===== src/rtl/rdseq_pkg.sv =====
package rdseq_pkg;

  typedef enum logic [1:0] {
    PH_IDLE = 2'd0,
    PH_ACK  = 2'd1,
    PH_GAP  = 2'd2,
    PH_DATA = 2'd3
  } phase_e;

  typedef enum logic [2:0] {
    ERR_NONE        = 3'd0,
    ERR_MISS_ACK    = 3'd1,
    ERR_TIMEOUT     = 3'd2,
    ERR_DONE_NOBEAT = 3'd3,
    ERR_BEAT_GAP    = 3'd4,
    ERR_END_NOBEAT  = 3'd5,
    ERR_OVERLAP     = 3'd6
  } err_code_e;

  localparam int CODE_W = $bits(err_code_e);

  // done cycle must carry the first beat
  function automatic logic done_needs_beat(input logic [1:0] m);
    return (m == 2'd1) || (m == 2'd2);
  endfunction

  // end marker must carry the last beat
  function automatic logic end_needs_beat(input logic [1:0] m);
    return (m == 2'd2);
  endfunction

endpackage


===== src/rtl/rdseq_phase_fsm.sv =====
module rdseq_phase_fsm
  import rdseq_pkg::*;
(
  input  logic       clk,
  input  logic       rst,
  input  logic       req,
  input  logic       ack,
  input  logic       done,
  input  logic       beat,
  input  logic       last,
  input  logic [1:0] mode,
  input  logic       win_open,
  input  logic       win_last,
  output phase_e     phase,
  output logic       ev_err,
  output err_code_e  ev_code,
  output logic       ev_cmp
);
  phase_e     nxt;
  logic [1:0] mode_q;
  logic       need_db;
  logic       need_eb;

  assign need_db = done_needs_beat(mode_q);
  assign need_eb = end_needs_beat(mode_q);

  always_comb begin
    nxt     = phase;
    ev_err  = 1'b0;
    ev_code = ERR_NONE;
    ev_cmp  = 1'b0;
    unique case (phase)
      PH_IDLE: begin
        if (req) nxt = PH_ACK;
      end
      PH_ACK: begin
        if (req) begin
          ev_err = 1'b1; ev_code = ERR_OVERLAP;
        end else if (!ack) begin
          ev_err = 1'b1; ev_code = ERR_MISS_ACK;
        end else begin
          nxt = PH_GAP;
        end
      end
      PH_GAP: begin
        if (req) begin
          ev_err = 1'b1; ev_code = ERR_OVERLAP;
        end else if (done && win_open) begin
          if (need_db && !beat) begin
            ev_err = 1'b1; ev_code = ERR_DONE_NOBEAT;
          end else if (need_eb && last) begin
            ev_cmp = 1'b1;
          end else begin
            nxt = PH_DATA;
          end
        end else if (win_last) begin
          ev_err = 1'b1; ev_code = ERR_TIMEOUT;
        end
      end
      PH_DATA: begin
        if (req) begin
          ev_err = 1'b1; ev_code = ERR_OVERLAP;
        end else if (need_eb) begin
          if (last && beat) begin
            ev_cmp = 1'b1;
          end else if (last) begin
            ev_err = 1'b1; ev_code = ERR_END_NOBEAT;
          end else if (!beat) begin
            ev_err = 1'b1; ev_code = ERR_BEAT_GAP;
          end
        end else begin
          if (last) begin
            ev_cmp = 1'b1;
          end else if (!beat) begin
            ev_err = 1'b1; ev_code = ERR_BEAT_GAP;
          end
        end
      end
      default: nxt = PH_IDLE;
    endcase
    if (ev_err || ev_cmp) nxt = PH_IDLE;
  end

  always_ff @(posedge clk) begin
    if (rst) begin
      phase  <= PH_IDLE;
      mode_q <= 2'd0;
    end else begin
      phase <= nxt;
      if (phase == PH_IDLE && req) mode_q <= mode;
    end
  end

  assert_mode_held_R9: assert property (@(posedge clk) disable iff (rst)
    (phase != PH_IDLE) |=> $stable(mode_q));

  assert_ack_entry_R2: assert property (@(posedge clk) disable iff (rst)
    (phase == PH_IDLE && req) |=> (phase == PH_ACK));

endmodule


===== config.mk =====
export PLATFORM = sky130hd
export DESIGN_NAME = rdseq_phase_fsm
export DESIGN_NICKNAME = d
export VERILOG_FILES = /design/src/rtl/rdseq_pkg.sv /design/src/rtl/rdseq_phase_fsm.sv
export SDC_FILE = /design/constraint.sdc
export NUM_CORES = 1
export LEC_CHECK = 0
export ABC_AREA = 1
export BUFFER_PORTS_ARGS = -buffer_cell sky130_fd_sc_hd__buf_4
export CORE_AREA = 5 5 42 44
export DETAILED_ROUTE_END_ITERATION = 16
export DIE_AREA = 0 0 47 49
export SETUP_SLACK_MARGIN = 0.05
export SYNTH_ARGS = -nofsm -noshare
export SYNTH_HDL_FRONTEND = slang
export SYNTH_SLANG_ARGS = --single-unit

===== constraint.sdc =====
create_clock -name clk -period 2.6 [get_ports clk]
set_input_delay 0 -clock clk [delete_from_list [all_inputs] [get_ports clk]]
set_output_delay 0 -clock clk [all_outputs]
set_load 0.01 [all_outputs]

# Word-level counts from Yosys, hierarchy flattened

Index checks and enable logic that the tools add are counted.

Word-level logic and storage cells: 69
Input bits: 11
Bits in registers: 4

Muxes and demuxes: 43
Equal/unequal tests: 12
Reductions and logical operators: 12

Operators with widths:

| cell                 | count |
|---|---|
| $mux W3              | 9 |
| $mux W1              | 21 |
| $mux W2              | 9 |
| $ne A2 B2 Y1 const B | 7 |
| $pmux W3 S3          | 1 |
| $reduce_and A8 Y1    | 1 |
| $eq A2 B2 Y1 const B | 3 |
| $pmux W2 S3          | 1 |
| $logic_and A1 B1 Y1  | 5 |
| $eq A2 B1 Y1 const B | 2 |
| $pmux W1 S3          | 1 |
| $reduce_bool A3 Y1   | 1 |
| $logic_not A2 Y1     | 1 |
| $logic_or A1 B1 Y1   | 2 |
| $pmux W1 S2          | 1 |
| $reduce_or A2 Y1     | 1 |
| $logic_not A1 Y1     | 1 |

# Depth between registers and ports, before layout

Depth in word-level cells: 9
Gate-level depth with buffers: 11
Mapped depth without buffers: 11

# Worst setup path after synthesis

Ideal clock, no wire load.

Path type: register to register
Start: register phase[0]
End: register phase[0]
Slack: 1.161 ns
Clock period less this slack: 1.439 ns
Arrival time: 1.327 ns
Data required time: 2.488 ns
Library setup time: 0.112 ns
Stages on the path, launching flop included: 11
Cells stage by stage: dfxtp_1 -> inv_1 -> ha_1 -> nand3_1 -> nand2_1 -> nor2_4 -> nand2_1 -> nand2_1 -> nand2_1 -> inv_1 -> nor2_1

Word-level cells in the longest chain between the ends: 4

Ends and longest elaborated chain:

| item                                                | RTL line              | source |
|---|---|---|
| start, declared                                     | rdseq_phase_fsm.sv:14 | `output phase_e phase,` |
| start signal, assigned                              | rdseq_phase_fsm.sv:89 | `phase <= nxt;` |
| $eq A2 B2 Y1 / $eq A2 B1 Y1 (equally long branches) | rdseq_phase_fsm.sv:32 | `unique case (phase)` |
| $pmux W1 S3 / $pmux W1 S2 (equally long branches)   | rdseq_phase_fsm.sv:32 |  |
| $logic_or A1 B1 Y1                                  | rdseq_phase_fsm.sv:81 | `if (ev_err \|\| ev_cmp) nxt = PH_IDLE;` |
| $reduce_or A2 Y1 (no source line)                   | n/a                   |  |

Several ways; a longest one is shown, not always the timed one.
A chain may end at the register's enable or synchronous reset.

# Worst setup path in the final report

Start: register phase[0]
End: output port ev_err

Word-level cells in the longest chain between the ends: 2

Ends and longest elaborated chain:

| item                                                | RTL line              | source |
|---|---|---|
| $eq A2 B2 Y1 / $eq A2 B1 Y1 (equally long branches) | rdseq_phase_fsm.sv:32 |  |
| $pmux W1 S3 *                                       | rdseq_phase_fsm.sv:32 |  |
| end, declared                                       | rdseq_phase_fsm.sv:15 | `output logic ev_err,` |

Mark *: on every way between the ends. The rest lies on a longest branch, timed or not.

==> metrics.md <==
| Metric | Value |
|---|---|
| Largest net degree at the start of global routing | 8 |
| Worst-path clk slew | roughly 30 ps |
| Syn_nets | roughly 110 |
| Pins Over Slew Limit | 0 |
| Total Wirelength | roughly 1.2 mm |
| CP endpoint kind | output port |
| Count of final hold-check violations | 0 |
| Yosys top cell by area | nand2_1 |
| Worst path required time | approximately 2600 ps |
| Register Area | 80.08 µm² |
| Total grt overflow | 0 |
| Crit-path max FO | 7 |
| Seq/Total Area, Yosys | around 16% |
| Min-Delay Path Class | input pin to register |
| Most common cell after layout, fill and taps aside | nand2_1 |
| Peak per-stage delay on the critical path | roughly 450 ps |
| Initial Util | a little over a third |
| Share of layout cells above drive strength 1 | between 20% and 30% |
| Unique cell type count in the Yosys netlist | 18 |
| Reg2Reg Launch Point | phase[0] |
| Diode count | 0 |
| Most used cell, CP | nand2_1 |
| Fillers | 157 |
| Syn_area_per_cell | between 5 and 6 µm² |
| IO Port Bufs | 17 |
| Pwr Total | 0.5451 mW |
| Worst-skew pair later-pin latency | about 230 ps |
| Detail Placement HPWL | 1.009 mm |
| Io pins | 18 |
| Crit path launch type | register |
| Routed WL per cell | 9.581 µm |
| Global-route wire length before repair | between 1.5 and 2 mm |
| H-Tree Depth | 1 |
| Number of global-route vias before repair | roughly 500 |
| Pwr Density | 803.9 mW/mm² |
| Remaining DRCs | 0 |
| Worst-Margin Slew | ~270 ps |
| Synth top area share | between 20 and 25% |
| Top Family by Delay on Critical Path | flip-flops |
| Max_slew headroom | a little over 80% |
| Setup TNS | 0 ps |
| CTS Buffer Depth | 2 |
| Hold Path Depth | 3 |
| DIE HEIGHT | approximately 49 µm |
| Std cell rows | 14 |
| DRT antenna net count | 0 |
| Max Cap Viol | 0 |
| Most frequent cells in the layout | nand2_1 (30), buf_4 (17), inv_1 (15) |
| Core area | roughly 0.0014 mm² |
| Initial drt markers | 6 |
| Final period utilization | between 60% and 70% |
| TritonCTS Buffers | 3 |
| Crit path DAT | ~1700 ps |
| Top post-synthesis cells by area | nand2_1 (23%), ha_1 (18%), dfxtp_1 (16%), inv_1 (11%), nor2_1 (6.0%) |
| Fin crit period | about 1700 ps |
| Synthesized flop and latch total | 4 |
| Via density | ~4.4 |
| # setup viols final | 0 |
| Area of the multi-input gates | roughly 340 µm² |
| Crit path buffers/inverters | 3 |
| Die area | roughly 0.0023 mm² |
| Antenna violations before repair | 0 |
| Nets | 128 |
| Reg2reg setup slack | approximately 1000 ps |
| Yosys warns | 0 |
| Mapped Area | 498.0 µm² |
| Critical path, cell by cell | inv_1 -> ha_1 -> nand2_1 -> nand2_1 -> nand2_1 -> nand2_1 -> nand2_1 -> inv_1 -> buf_4 |
| CTS tree | yes |
| Max Clock Freq | 595.3 MHz |
| Clock sink total | 4 |
| GP Congestion | 0.8075 |
| Status | complete, no violations |
| Hold path start | mode[1] |
| DR pass1 iterations | 4 |
| RSZ-0062 raised after global routing | no |
| Syn-to-layout area delta | 36.18% |
| DR vias | about 550 |
| Cell count of the worst reg-to-reg path | 10 |
| Clock skew | 0.7551 ps |
| Peak supply drop | ~430 µV |
| Syn Inst Count | 87 |
| Critical path type | register to output port |
| Worst reg2reg endpoint | phase[1] |
| # Post-CTS Setup Buffers | 0 |
| Root Driver | clkbuf_4 |
| Global-route usage over all layers | roughly 11% |
| Hold EP | mode_q[1] |
| Leak Pwr | between 0.3 and 0.4 nW |
| Worst path slowest cell | dfxtp_1 |
| Die width | 47 µm |
## worst max path at each step
stage	to	from	slack [ps]	cells after the start
2_1_floorplan	phase[0]	phase[0]	1160	10
3_3_place_gp	phase[0]	phase[1]	1060	10
3_5_place_dp	phase[1]	phase[0]	1040	10
4_1_cts	ev_err	phase[0]	910	9
5_1_grt	ev_err	phase[0]	800	10
6_report	ev_err	phase[0]	920	9
## state kept, by name, indices dropped and copies added, names as in the netlist
register and flops:
phase 2, mode_q 2
## power by group
group / switching (mW) / internal, mW / leakage [nW]
Combinational: 0.214 / 0.151 / 0.342
Sequential: 0.0256 / 0.0817 / 0.0329
Clock: 0.0216 / 0.0514 / 0.0138
## area by class of cell
cell class | instances | share of cell area [%]
Tap cell | 16 | 2.952
Sequential cell | 4 | 11.81
Inverter | 19 | 10.89
Clock buffer | 3 | 3.321
Timing Repair Buffer | 18 | 20.30
Multi-Input combinational cell | 64 | 50.74
## Yosys cell counts
cell and n:
o22ai_1 1, nor2_4 1, a21oi_2 1, inv_1 15, nor2_1 8, nand3_1 5, a31oi_1 1, and2_1 1
nor2_2 2, inv_2 3, o21ai_0 1, dfxtp_1 4, o21ai_1 1, a21oi_1 4, ha_1 7, a211oi_1 1
nand2_1 30, inv_4 1
## kinds of logic (layout without fill, tap and decap cells)
logic type      Yosys count  count (layout)  share of synthesized area, %
flops                     4               4                         16.08
buf+inv                  19              40                         14.82
fa+ha+maj                 7               7                         17.59
compound gates           10              10                         11.81
simple gates             47              47                         39.70
## what timing repair did
item | 4_1_cts | 5_1_grt
hold buffers | 1 | 0
resized for setup | 0 | 0
hold endpoints to repair | 2 | 0
endpoints found under the setup margin | 0 | 0
## stage by stage
stage	hold WS, ps	instances	area, µm²	util (%)	setup slack [ps]
after detailed placement	186.9	120	645.6	46.07	1044
after floorplan	69.07	87	498.0	-	1161
after CTS	53.73	124	678.2	48.39	913.4
after global routing	70.94	124	678.2	48.39	796.5
after global placement	182.1	120	645.6	46.07	1063
final	59.57	124	678.2	48.39	920.1
## worst reg2reg max path: stages (launching register included)
cell	delay, ps
dfxtp_1	450
inv_1	100
ha_1	290
nand3_1	120
nand2_1	90
nor2_4	140
nand2_1	80
nand2_1	60
nand2_1	50
inv_1	40
nor2_1	30
## metal layers
metal  up-vias  wire (µm)  global-route usage (%)
li1        306          -                       -
met1       230        574                   16.19
met2         9        562                   15.84
met4         0          0                   5.530
met3         0         50                   1.107
met5         -          0                       0
Power figures use the tool's default switching activity.
